`src/rtl/slip_unframer_pkg.sv`:
```
package slip_unframer_pkg;
  typedef enum logic [1:0] {
    PAY_RAW = 2'd0,
    PAY_END = 2'd1,
    PAY_ESC = 2'd2
  } paySel_e;

  typedef struct packed {
    logic    pushPay;
    paySel_e paySel;
    logic    closePkt;
  } slipStrobe_t;

  localparam logic [7:0] DEF_END     = 8'hC0;
  localparam logic [7:0] DEF_ESC     = 8'hDB;
  localparam logic [7:0] DEF_ESC_END = 8'hDC;
  localparam logic [7:0] DEF_ESC_ESC = 8'hDD;
endpackage

```
`src/rtl/slip_unframer_ctrl.sv`:
```
module slip_unframer_ctrl
  import slip_unframer_pkg::*;
#(
  parameter int W = 8
) (
  input  logic         clk,
  input  logic         rstN,
  input  logic         inValid,
  input  logic [W-1:0] inByte,
  input  logic [W-1:0] codeEnd,
  input  logic [W-1:0] codeEsc,
  input  logic [W-1:0] codeEscEnd,
  input  logic [W-1:0] codeEscEsc,
  output slipStrobe_t  strb
);
  logic escPending, escNext;

  always_comb begin
    strb     = '{pushPay: 1'b0, paySel: PAY_RAW, closePkt: 1'b0};
    escNext  = escPending;
    if (inValid) begin
      if (escPending) begin
        escNext = 1'b0;
        if (inByte == codeEscEnd) begin
          strb.pushPay = 1'b1;
          strb.paySel  = PAY_END;
        end else if (inByte == codeEscEsc) begin
          strb.pushPay = 1'b1;
          strb.paySel  = PAY_ESC;
        end
      end else if (inByte == codeEsc) begin
        escNext = 1'b1;
      end else if (inByte == codeEnd) begin
        strb.closePkt = 1'b1;
      end else begin
        strb.pushPay = 1'b1;
      end
    end
  end

  always_ff @(posedge clk) begin
    if (!rstN) escPending <= 1'b0;
    else       escPending <= escNext;
  end
endmodule

```
`src/rtl/slip_unframer_dpath.sv`:
```
module slip_unframer_dpath
  import slip_unframer_pkg::*;
#(
  parameter int W = 8
) (
  input  logic         clk,
  input  logic         rstN,
  input  slipStrobe_t  strb,
  input  logic [W-1:0] inByte,
  input  logic [W-1:0] codeEnd,
  input  logic [W-1:0] codeEsc,
  output logic         outValid,
  output logic [W-1:0] outByte,
  output logic         outLast,
  output logic         outEmpty
);
  logic         holdValid;
  logic [W-1:0] holdByte;
  logic [W-1:0] payByte;

  always_comb begin
    unique case (strb.paySel)
      PAY_END: payByte = codeEnd;
      PAY_ESC: payByte = codeEsc;
      default: payByte = inByte;
    endcase
  end

  always_ff @(posedge clk) begin
    if (!rstN) begin
      holdValid <= 1'b0;
      holdByte  <= '0;
      outValid  <= 1'b0;
      outByte   <= '0;
      outLast   <= 1'b0;
      outEmpty  <= 1'b0;
    end else begin
      outValid <= 1'b0;
      outByte  <= '0;
      outLast  <= 1'b0;
      outEmpty <= 1'b0;
      if (strb.pushPay) begin
        if (holdValid) begin
          outValid <= 1'b1;
          outByte  <= holdByte;
        end
        holdByte  <= payByte;
        holdValid <= 1'b1;
      end else if (strb.closePkt) begin
        outValid  <= 1'b1;
        outLast   <= 1'b1;
        outEmpty  <= !holdValid;
        outByte   <= holdValid ? holdByte : '0;
        holdValid <= 1'b0;
      end
    end
  end
endmodule

```
`src/rtl/slip_unframer.sv`:
```
module slip_unframer
  import slip_unframer_pkg::*;
#(
  parameter int W = 8
) (
  input  logic         clk,
  input  logic         rstN,
  input  logic         inValid,
  input  logic [W-1:0] inByte,
  input  logic [W-1:0] codeEnd,
  input  logic [W-1:0] codeEsc,
  input  logic [W-1:0] codeEscEnd,
  input  logic [W-1:0] codeEscEsc,
  output logic         outValid,
  output logic [W-1:0] outByte,
  output logic         outLast,
  output logic         outEmpty
);
  slipStrobe_t strb;

  slip_unframer_ctrl #(.W(W)) u_ctrl (
    .clk(clk), .rstN(rstN), .inValid(inValid), .inByte(inByte),
    .codeEnd(codeEnd), .codeEsc(codeEsc), .codeEscEnd(codeEscEnd),
    .codeEscEsc(codeEscEsc), .strb(strb)
  );

  slip_unframer_dpath #(.W(W)) u_dpath (
    .clk(clk), .rstN(rstN), .strb(strb), .inByte(inByte),
    .codeEnd(codeEnd), .codeEsc(codeEsc), .outValid(outValid),
    .outByte(outByte), .outLast(outLast), .outEmpty(outEmpty)
  );
endmodule

```
`config.mk`:
```
export PLATFORM = sky130hd
export DESIGN_NAME = slip_unframer
export DESIGN_NICKNAME = d
export VERILOG_FILES = /design/src/rtl/slip_unframer_pkg.sv /design/src/rtl/slip_unframer_ctrl.sv /design/src/rtl/slip_unframer_dpath.sv /design/src/rtl/slip_unframer.sv
export SDC_FILE = /design/constraint.sdc
export NUM_CORES = 1
export LEC_CHECK = 0
export BUFFER_PORTS_ARGS = -buffer_cell sky130_fd_sc_hd__buf_2
export CORE_ASPECT_RATIO = 0.5
export CORE_UTILIZATION = 51
export DETAILED_ROUTE_END_ITERATION = 6
export HOLD_SLACK_MARGIN = 0.02
export PLACE_DENSITY = 0.84
export SYNTH_ARGS = -nofsm -noshare
export SYNTH_HDL_FRONTEND = slang
export SYNTH_SLANG_ARGS = --single-unit
```
`constraint.sdc`:
```
create_clock -name clk -period 6.4 [get_ports clk]
set_input_delay 1.6 -clock clk [delete_from_list [all_inputs] [get_ports clk]]
set_output_delay 1.6 -clock clk [all_outputs]
set_load 0.01 [all_outputs]
```
# Word-level counts from Yosys, hierarchy flattened
# Index checks and enable logic that the tools add are counted.
# W data, S select, Z words.
[op_classes]
n_eq_ne = 6
n_mux = 21
n_bitwise = 2
reduce_logical = 4
[op_table]
columns = ["op", "n"]
rows = [
  ["$eq A8 B8 Y1", 4],
  ["$mux W8", 3],
  ["$pmux W8 S2", 1],
  ["$mux W1", 13],
  ["$mux W3", 2],
  ["$mux W4", 1],
  ["$reduce_or A3 Y1", 1],
  ["$eq A2 B1 Y1 const B", 1],
  ["$eq A2 B2 Y1 const B", 1],
  ["$mux W2", 1],
  ["$not A1 Y1", 2],
  ["$reduce_bool A2 Y1", 1],
  ["$reduce_or A2 Y1", 1],
  ["$logic_not A1 Y1", 1],
]
[totals]
register_bits = 21
input_bits = 43
wordCells = 40

# Longest topological paths before layout
# Gate-level depths: netlist of the first run.
[logic_depth]
ltp_word = 7
ltp_mapped = 12
depth_no_buf = 10

# By module
# A second synthesis of the first run with hierarchy kept.
[unflattened]
hier_cells = 126
hier_area_um2 = 1256.2
[modules_own_cells]
columns = ["mod", "n_inst", "cells_per_inst", "area_each_um2"]
rows = [
  ["slip_unframer_dpath", 1, 71, 807.0],
  ["slip_unframer_ctrl", 1, 55, 449.2],
]

# Worst setup path before layout of the first run
# OpenSTA, ideal clock, no wires.
[synth_path]
kind = "input-to-reg"
startpoint = "input port inByte[6]"
endpoint = "register u_dpath.holdByte[2]"
arrival_ns = 3.617
required_ns = 6.328
slack_ns = 2.711
cell_stages = 11
n_path_buf = 2
path_cell_list = "buf_2 -> xor2_1 -> nor4_1 -> nand2_1 -> or3b_2 -> ha_1 -> clkbuf_1 -> nand2_1 -> o21ai_0 -> nand2_1 -> mux2i_1"
[synth_between]
elab_chain_len = 7
[synth_rtl]
columns = ["item", "line", "text"]
rows = [
  ["from (decl)", "slip_unframer.sv:9", "input logic [W-1:0] inByte,"],
  ["$eq A8 B8 Y1", "slip_unframer_ctrl.sv:27", "end else if (inByte == codeEscEsc) begin"],
  ["$mux W3", "slip_unframer_ctrl.sv:27", ""],
  ["$mux W3", "slip_unframer_ctrl.sv:24", "if (inByte == codeEscEnd) begin"],
  ["$mux W2", "slip_unframer_ctrl.sv:22", "if (escPending) begin"],
  ["$mux W4 (*)", "slip_unframer_ctrl.sv:21", "if (inValid) begin"],
  ["$eq A2 B2 Y1 or $eq A2 B1 Y1 (tied branches)", "slip_unframer_dpath.sv:22", "unique case (strb.paySel)"],
  ["$pmux W8 S2", "slip_unframer_dpath.sv:22", ""],
  ["to (signal assigned)", "slip_unframer_dpath.sv:47", "holdByte <= payByte;"],
  ["to (decl)", "slip_unframer_dpath.sv:18", "logic [W-1:0] holdByte;"],
]
# Every way passes the cells marked *; elsewhere a longest branch is shown, timed or not.
# A chain may end at the register's enable or synchronous reset.

# Worst setup path after layout of the first run
[layout_path]
startpoint = "input port inByte[7]"
endpoint = "register u_dpath.holdByte[0]"
# The elaborated chain is that of the path after synthesis.

==> impl_metrics.tcl, run 1 <==
set metrics [dict create \
    status "completed" \
    routabilityCongestion 0.837 \
    cts_tree "built" \
    peakVddDrop_uv 87.3 \
    die_width_um 74.3 \
    rows 12 \
    firstDrtPassIters 4 \
    synth-seq-cells 21 \
    dieArea_um2 2830 \
    use_met2 0.364 \
    tightest_slew_ns 0.672 \
    pwr-share-seq 0.503 \
    period_share 0.564 \
    slowest_stage "ha_1" \
    max_cap_violations 0 \
    comb_power_share 0.198 \
    fp.dieH_um 38.1 \
    vias_per_cell 5.08 \
    relSlewSlack 0.552 \
    clkTransAtPathRegs_ns 0.07 \
    drive_above_1_share 0.317 \
    cts_sinks 21 \
    finalPower_mw 0.275 \
    rsz0062_at_grt "false" \
    synth_cells 157 \
    final_common_cell "buf_2" \
    final-setup-viol-count 0 \
    max_freq_mhz 277 \
    path_cells "buf_2, xor2_1, nor4_1, nand2_1, or3b_2, ha_1, o21ai_0, nand2_1, mux2i_1" \
    antennaDiodeCount 0 \
    ys_warn_count 0 \
    cts_resized 0 \
    p_sw_mw 0.0715 \
    vias 1189 \
    synth_cell_types 28 \
    grt_pass1_wl_um 4520 \
    swShare 0.260 \
    p_leak_nw 0.785 \
    globalRouteMet3Util 0.0342 \
    p_per_area_nw_per_um2 173 \
    start_util 0.568 \
    drc 0 \
    endpoint_kind "flip-flop" \
    overflow 0 \
    drt_iter0_drc 82 \
    worstPathBufferInverterCount 1 \
    slowest_delay_ns 0.54 \
    worstSkewPairLatency_ns 0.25 \
    worst_slack_ns 2.79 \
    top_usage_layer "met2" \
    ys_async_sr_fraction 0 \
    crit_arrival_ns 3.72 \
    avgSynthCellArea_um2 8.48 \
    htreeDepth 1 \
    fin_tns_setup_ns 0 \
    path_common_cell "nand2_1" \
    hold_class "reg -> reg" \
    avgRoutedWirePerCell_um 12.1 \
    critPathMaxFanout 16 \
    drtAntennaViolNets 0 \
    critPathLaunchType "input pin" \
    p_clk_frac 0.299 \
    use_met1 0.294 \
    syn_area_um2 1330 \
    synth-edff-count 0 \
    grt_pass1_vias 1009 \
    synthFlopType "dfxtp_1" \
    final-hold-violation-count 0 \
    synth_nets 202 \
    numCtsBuffers 3 \
    grt_max_degree 19 \
    root_buffer "clkbuf_8" \
    dp_slack_ns 2.53 \
    grt_antenna_before_repair 0 \
    p_int_mw 0.203 \
    io_pins 54 \
    cp_top_family "simple AND/OR/NAND/NOR gates" \
    grt_use_total 0.218 \
    post-cts-setup-buffers 0 \
    stdcell_area_um2 1590 \
    coreArea_um2 2340 \
    io_buffers 53 \
    place_area_um2 1540 \
    clk_path_buf_depth 2 \
    cp.required_ns 6.51 \
    syn2layout_area_growth_pct 19.5 \
    wl_um 2830 \
    dpl.hpwl_um 2250 \
    yosysSeqAreaShare 0.316 \
    layout_common_cells "53 x buf_2, 32 x xor2_1, 29 x nand2_1" \
    drv_slew 0 \
    finalClockSkew_ns 0.00401 \
    nNetsFinal 245 \
    period_needed_ns 3.61 \
    criticalPathCategory "in -> reg" \
    cts_hold_buf 0 \
]
==> worst paths after layout <==
path / start / to / slack, ns / cells after the start
worst max-delay path: inByte[7] / u_dpath.holdByte[0] / 2.79 / 9
worst min-delay path: u_dpath.holdByte[2] / u_dpath.holdByte[2] / 0.46 / 2
worst max register to register: u_ctrl.escPending / u_dpath.holdByte[0] / 4.41 / 6
worst min register to register: u_dpath.holdByte[2] / u_dpath.holdByte[2] / 0.46 / 2
==> cells in the mapped netlist (3+ instances only) <==
cell	n	area [µm²]
dfxtp_1	21	420
inv_1	3	11.3
mux2i_1	8	80.1
a22oi_1	8	60.1
buf_2	6	30.0
o21ai_0	8	40.0
and3_1	8	50.1
xor2_1	32	280
nor4_1	6	37.5
clkbuf_1	3	11.3
nand2_1	29	109
buf_6	3	33.8
==> final cells by class <==
cell class / count / area (µm²)
clock buffer: 3 / 41.3
clock inverter: 1 / 5.00
fill: 193 / 752
inverter: 3 / 11.3
multi-input combinational: 118 / 803
sequential: 21 / 420
tap: 35 / 43.8
timing repair buffer: 53 / 265
==> kinds of logic after synthesis <==
group,share of synthesized area
AO/OA/AOI/OAI,0.114
XOR/XNOR,0.211
adder cells (fa/ha/maj),0.0188
buffers and inverters,0.0808
flip-flops,0.316
multiplexers,0.0602
AND/OR/NAND/NOR,0.200
==> power by group through the flow <==
stage / Clock [mW] / Combinational, mW / Sequential (mW)
after floorplan: 0 / 0.0361 / 0.140
after global placement: 0 / 0.0524 / 0.141
after detailed placement: 0 / 0.0537 / 0.141
after CTS: 0.0845 / 0.0542 / 0.138
after global routing: 0.0908 / 0.0597 / 0.139
final: 0.0822 / 0.0546 / 0.138
==> metrics by stage <==
| stage | utilization | hold WS [ns] | instances |
|---|---|---|---|
| floorplan | - | 0.434 | 157 |
| global placement | 0.659 | 0.441 | 230 |
| detailed placement | 0.659 | 0.451 | 230 |
| global route | 0.679 | 0.476 | 234 |
| CTS | 0.679 | 0.464 | 234 |
| finish | 0.679 | 0.461 | 234 |
==> per-layer routing <==
metal / up-vias / part of all wire
met3: 4 / 0.051
li1: 608 / -
met1: 532 / 0.49
met4: 0 / 0.011
met5: - / 0
met2: 45 / 0.45
==> flip-flops by register name, indices dropped and copies added (netlist names) <==
register / flops
u_dpath.holdByte: 8
u_dpath.outLast: 1
u_dpath.holdValid: 1
u_ctrl.escPending: 1
u_dpath.outByte: 8
u_dpath.outEmpty: 1
u_dpath.outValid: 1
==> tightest hold or removal path: stages, from the launching register on <==
cell and delay, ns:
dfxtp_1 0.31, nand2_1 0.05, mux2i_1 0.06
Power figures use the tool's default switching activity.
==> run 2: changes to the inputs <==
--- a/config.mk
+++ b/config.mk
@@ -7,10 +7,10 @@
 export LEC_CHECK = 0
 export BUFFER_PORTS_ARGS = -buffer_cell sky130_fd_sc_hd__buf_2
 export CORE_ASPECT_RATIO = 0.5
-export CORE_UTILIZATION = 51
+export CORE_UTILIZATION = 48
 export DETAILED_ROUTE_END_ITERATION = 6
 export HOLD_SLACK_MARGIN = 0.02
-export PLACE_DENSITY = 0.84
+export PLACE_DENSITY = 0.8
 export SYNTH_ARGS = -nofsm -noshare
 export SYNTH_HDL_FRONTEND = slang
 export SYNTH_SLANG_ARGS = --single-unit
==> constraint.sdc (replaced) <==
create_clock -name clk -period 3.59 [get_ports clk]
set_input_delay 0.8975 -clock clk [delete_from_list [all_inputs] [get_ports clk]]
set_output_delay 0.8975 -clock clk [all_outputs]
set_load 0.01 [all_outputs]
==> run 2 against run 1 <==
Net effect: the run now ends with design-rule violations left; non-clock buffer count did not move; via count is 1.3% higher; critical path depth grew 2; final cell count grew 0.85%; register-to-register slack got worse by 2.9 ns; highest routed layer unchanged.
==> impl_metrics.tcl, run 2 (synthesis gave the netlist of run 1 again) <==
set metrics [dict create \
    syn2layout_area_growth_pct 19.5 \
    peakVddDrop_uv 141 \
    nFillCells 244 \
    max_freq_mhz 343 \
    io_pins 54 \
    p_leak_nw 0.782 \
    routabilityCongestion 0.856 \
    vias_per_cell 5.10 \
    relSlewSlack 0.565 \
    violations "design-rule violations" \
    status "complete, but fails checks" \
    drive_above_1_share 0.312 \
    fin_tns_setup_ns 0 \
    hold_class "reg -> reg" \
    coreArea_um2 2620 \
    drt_iter0_drc 62 \
    fp.dieH_um 39.2 \
    criticalPathCategory "in -> reg" \
    critPathMaxFanout 8 \
    reg_top3 "u_dpath.holdByte (8), u_dpath.outByte (8)" \
    cts_hold_buf 0 \
    final-setup-viol-count 0 \
    rows 13 \
    clk_path_buf_depth 2 \
    nNetsFinal 245 \
    grt_use_total 0.196 \
    cts_resized 0 \
    drc 2 \
    dpl.hpwl_um 2250 \
    r2r_slack_ns 1.52 \
    worst_hold_path.num_cells 2 \
    grt_pass1_wl_um 4430 \
    multi_input_area_um2 803 \
    drv_slew 0 \
    overflow 0 \
    wl_um 2910 \
    cp.required_ns 3.77 \
    min_to "u_dpath.holdByte[4]" \
    cts_tree "built" \
    dieArea_um2 3000 \
    start_util 0.508 \
    dp_slack_ns 0.417 \
    stdcell_area_um2 1590 \
    min_from "u_dpath.holdByte[4]" \
    grt_antenna_before_repair 0 \
    io_buffers 53 \
    worstSkewPairLatency_ns 0.25 \
    layout_common_cells "53 x buf_2, 32 x xor2_1, 29 x nand2_1" \
    grt_pass1_vias 1021 \
    htreeDepth 1 \
    firstDrtPassIters 6 \
    grt_max_degree 19 \
    final-hold-violation-count 0 \
    period_needed_ns 2.92 \
    r2r-end "u_dpath.holdByte[0]" \
    crit_arrival_ns 3.10 \
    final_common_cell "buf_2" \
    place_area_um2 1550 \
    tightest_slew_ns 0.653 \
    antennaDiodeCount 0 \
    die_width_um 76.5 \
    critPathLaunchType "input pin" \
    register_area_um2 420 \
    vias 1204 \
    reg2regPathDepth 8 \
    root_buffer "clkbuf_8" \
    finalClockSkew_ns 0.00329 \
    rsz0062_at_grt "false" \
    max_cap_violations 0 \
    p_per_area_nw_per_um2 308 \
    r2r-start "u_ctrl.escPending" \
    worst_slack_ns 0.672 \
    drtAntennaViolNets 0 \
    cts_sinks 21 \
    period_share 0.813 \
    numCtsBuffers 3 \
    post-cts-setup-buffers 0 \
    avgRoutedWirePerCell_um 12.3 \
    clkTransAtPathRegs_ns 0.07 \
    endpoint_kind "flip-flop" \
]
run 2: cell type report:
class,instances,area share
Sequential cell,21,0.264
Tap cell,37,0.0291
Clock buffer,4,0.0283
Multi-Input combinational cell,118,0.505
Inverter,3,0.00708
Timing Repair Buffer,53,0.167
run 2: worst max-delay path, stage by stage:
cell,delay (ns)
buf_2,0.15
xor2_1,0.17
nor4_1,0.28
nand2_1,0.12
or3b_2,0.48
inv_1,0.07
ha_1,0.31
a22oi_1,0.15
o21ai_0,0.25
nand2_1,0.09
mux2i_1,0.13
run 2: worst max path at each step:
stage                          end  cells past startpoint      start  slack [ns]
3_3_place_gp   u_dpath.holdByte[0]                     11  inByte[6]        0.48
2_1_floorplan  u_dpath.holdByte[2]                     11  inByte[6]        0.60
6_report       u_dpath.holdByte[0]                     11  inByte[6]        0.67
4_1_cts        u_dpath.holdByte[0]                     11  inByte[6]        0.68
5_1_grt        u_dpath.holdByte[0]                     11  inByte[6]        0.51
3_5_place_dp   u_dpath.holdByte[0]                     11  inByte[6]        0.42
run 2: through the flow:
stage / hold WS [ns] / power, mW / instances / util
final: 0.456 / 0.491 / 236 / 0.608
after global routing: 0.482 / 0.512 / 236 / 0.608
after CTS: 0.456 / 0.495 / 236 / 0.608
after detailed placement: 0.446 / 0.347 / 232 / 0.591
after global placement: 0.443 / 0.345 / 232 / 0.591
after floorplan: 0.434 / 0.314 / 157 / -
run 2: report_power, final:
part           switching, mW  internal, mW  leakage, nW
registers            0.00466         0.241        0.171
logic                 0.0524        0.0445        0.588
clock network         0.0690        0.0789       0.0228
run 2: routing by layer:
| layer | global-route usage | up-vias | share of wire |
|---|---|---|---|
| met1 | 0.247 | 539 | 0.44 |
| li1 | - | 606 | - |
| met3 | 0.0282 | 8 | 0.077 |
| met4 | 0.125 | 0 | 0.019 |
| met2 | 0.331 | 51 | 0.46 |
| met5 | 0 | - | 0 |
==> run 3: changes to the inputs <==
--- a/config.mk
+++ b/config.mk
@@ -5,12 +5,13 @@
 export SDC_FILE = /design/constraint.sdc
 export NUM_CORES = 1
 export LEC_CHECK = 0
+export ABC_AREA = 1
 export BUFFER_PORTS_ARGS = -buffer_cell sky130_fd_sc_hd__buf_2
 export CORE_ASPECT_RATIO = 0.5
-export CORE_UTILIZATION = 48
+export CORE_UTILIZATION = 50
 export DETAILED_ROUTE_END_ITERATION = 6
 export HOLD_SLACK_MARGIN = 0.02
-export PLACE_DENSITY = 0.8
+export PLACE_DENSITY = 0.79
 export SYNTH_ARGS = -nofsm -noshare
 export SYNTH_HDL_FRONTEND = slang
 export SYNTH_SLANG_ARGS = --single-unit
==> constraint.sdc (replaced) <==
create_clock -name clk -period 2.75 [get_ports clk]
set_input_delay 0.6875 -clock clk [delete_from_list [all_inputs] [get_ports clk]]
set_output_delay 0.6875 -clock clk [all_outputs]
set_load 0.01 [all_outputs]
==> run 3 against run 2 <==
Net effect: the flow now finishes without violations; sequential cell count is the same; critical path depth grew 4; total power grew 40%; worst setup slack lost 0.28 ns; critical endpoint unchanged; highest routed layer unchanged.
==> impl_metrics.tcl, run 3 <==
set metrics [dict create \
    use_met1 0.278 \
    synth_nets 297 \
    synth-edff-count 0 \
    layout_common_cells "82 x nand2_1, 53 x buf_2, 41 x inv_1" \
    die_width_um 82.6 \
    max_freq_mhz 424 \
    reg_top3 "u_dpath.holdByte (8), u_dpath.outByte (8)" \
    criticalPathCategory "in -> reg" \
    overflow 0 \
    synthFlopType "dfxtp_1" \
    synth_cell_types 23 \
    status "completed" \
    nFillCells 291 \
    pwr-share-seq 0.474 \
    drt_iter0_drc 90 \
    dpl.hpwl_um 2780 \
    nNetsFinal 348 \
    p_sw_mw 0.194 \
    clk_path_buf_depth 2 \
    worstSkewPairLatency_ns 0.25 \
    avgSynthCellArea_um2 6.44 \
    comb_power_share 0.240 \
    fp.dieH_um 42.3 \
    io_buffers 53 \
    globalRouteMet3Util 0.0217 \
    fin_tns_setup_ns 0 \
    peakVddDrop_uv 294 \
    crit_arrival_ns 2.56 \
    vias 1585 \
    max_cap_violations 0 \
    p_int_mw 0.491 \
    yosysTopAreaCell "dfxtp_1" \
    slowest_stage "ha_1" \
    root_buffer "clkbuf_8" \
    worstPathBufferInverterCount 3 \
    syn2layout_area_growth_pct 18.3 \
    routabilityCongestion 0.866 \
    top_usage_layer "met2" \
    tightest_slew_ns 0.392 \
    period_share 0.857 \
    r2r-start "u_ctrl.escPending" \
    drv_slew 0 \
    reg2regPathDepth 10 \
    avgRoutedWirePerCell_um 9.63 \
    firstDrtPassIters 4 \
    p_per_area_nw_per_um2 356 \
    path_common_cell "nand2_1" \
    final-setup-viol-count 0 \
    slowest_delay_ns 0.25 \
    holdWs_ns 0.438 \
    grt_use_total 0.214 \
    vias_per_cell 4.63 \
    synth_commonest_cells "82 x nand2_1, 41 x inv_1, 25 x nor2_1" \
    min_from "u_dpath.holdByte[6]" \
    p_leak_nw 1.13 \
    drtAntennaViolNets 0 \
    cts_sinks 21 \
    drive_above_1_share 0.278 \
    start_util 0.533 \
    endpoint_kind "flip-flop" \
    io_pins 54 \
    synth_cells 252 \
    grt_max_degree 13 \
    cp.required_ns 2.95 \
    grt_antenna_before_repair 0 \
    final-hold-violation-count 0 \
    worst_slack_ns 0.392 \
    netlist_top_cells_area "dfxtp_1 26%, nand2_1 19%, inv_1 9.5%" \
    p_clk_frac 0.287 \
    period_needed_ns 2.36 \
    relSlewSlack 0.738 \
    ys_async_sr_fraction 0 \
    ys_warn_count 0 \
    rsz0062_at_grt "false" \
    antennaDiodeCount 0 \
    yosysSeqAreaShare 0.259 \
    critPathMaxFanout 5 \
    numCtsBuffers 3 \
    htreeDepth 1 \
    dp_slack_ns 0.108 \
    cp_top_family "simple AND/OR/NAND/NOR gates" \
    critPathLaunchType "input pin" \
    synth_most_common_cell "nand2_1" \
    r2r-end "u_dpath.holdByte[4]" \
    final_common_cell "nand2_1" \
    coreArea_um2 3050 \
    min_to "u_dpath.outByte[6]" \
    clkTransAtPathRegs_ns 0.07 \
    finalClockSkew_ns 0.00127 \
    cts_hold_buf 0 \
    cts_resized 0 \
    synth-seq-cells 21 \
    drc 0 \
    grt_pass1_vias 1392 \
    use_met2 0.370 \
    multi_input_area_um2 952 \
    worst_hold_path.num_cells 2 \
    register_area_um2 420 \
    cts_tree "built" \
    wl_um 3290 \
    rows 14 \
    finalPower_mw 0.685 \
    path_cells "buf_2, xnor2_1, nand2_1, nor2_1, nand2_1, a21oi_1, nand2_1, inv_1, ha_1, inv_1, o22ai_1, mux2i_1, nand4_1, nand2_1, nor2_1" \
    hold_class "reg -> reg" \
    dieArea_um2 3490 \
    post-cts-setup-buffers 0 \
    r2r_slack_ns 0.90 \
    swShare 0.283 \
    yosys.area.top_type_share 0.259 \
    grt_pass1_wl_um 5720 \
    syn_area_um2 1620 \
]
-- run 3: cell types whose count changed after synthesis, moves of 8 or more --
cell	previous run	this run
xnor2_1	0	17
and3_1	8	0
a22oi_1	8	0
inv_1	3	41
xor2_1	32	0
nand4_1	0	9
nor2_1	2	25
nand2_2	0	12
nand2_1	29	82
-- run 3: layout make-up --
type                       count  area share
clock inverter                 1     0.00260
inverter                      46      0.0898
clock buffer                   3      0.0215
multi-input combinational    176       0.495
timing repair buffer          55       0.146
sequential                    21       0.219
tap                           40      0.0260
-- run 3: worst max-delay path by stage --
stage	cells past startpoint	start	to
4_1_cts	14	inByte[0]	u_dpath.holdByte[0]
2_1_floorplan	13	inByte[3]	u_dpath.holdByte[0]
3_3_place_gp	14	inByte[0]	u_dpath.holdByte[4]
5_1_grt	14	inByte[1]	u_dpath.holdByte[4]
3_5_place_dp	14	inByte[0]	u_dpath.holdByte[0]
6_report	15	inByte[2]	u_dpath.holdByte[0]
-- run 3: tightest hold or removal path, stage by stage (launching register included) --
cell	delay, ns
dfxtp_1	0.31
nand2_1	0.05
nor2_1	0.04
-- run 3: cell families (layout without fill, tap and decap cells) --
group | count (synthesis) | in the layout | synth area share
fa+ha+maj | 2 | 2 | 0.0154
xor+xnor | 17 | 17 | 0.0917
simple gates | 138 | 138 | 0.384
flops | 21 | 21 | 0.259
mux | 8 | 8 | 0.0493
compound gates | 11 | 11 | 0.0455
buf+inv | 55 | 105 | 0.155
-- run 3: layer usage --
metal  share of wire  vias to the layer above
met5               0                        -
li1                -                      859
met1            0.46                      679
met4          0.0043                        0
met3           0.074                        2
met2            0.46                       45
-- run 3: power groups by stage --
stage | clock network [mW] | registers (mW) | logic (mW)
final | 0.196 | 0.324 | 0.164
after global routing | 0.216 | 0.326 | 0.188
after CTS | 0.203 | 0.324 | 0.166
after detailed placement | 0 | 0.331 | 0.165
after global placement | 0 | 0.331 | 0.162
after floorplan | 0 | 0.329 | 0.117
-- run 3: through the flow --
stage / instances / area (µm²) / utilization
floorplan: 252 / 1620 / -
global placement: 338 / 1880 / 0.615
detailed placement: 338 / 1880 / 0.615
CTS: 342 / 1920 / 0.631
global route: 342 / 1920 / 0.631
finish: 342 / 1920 / 0.631
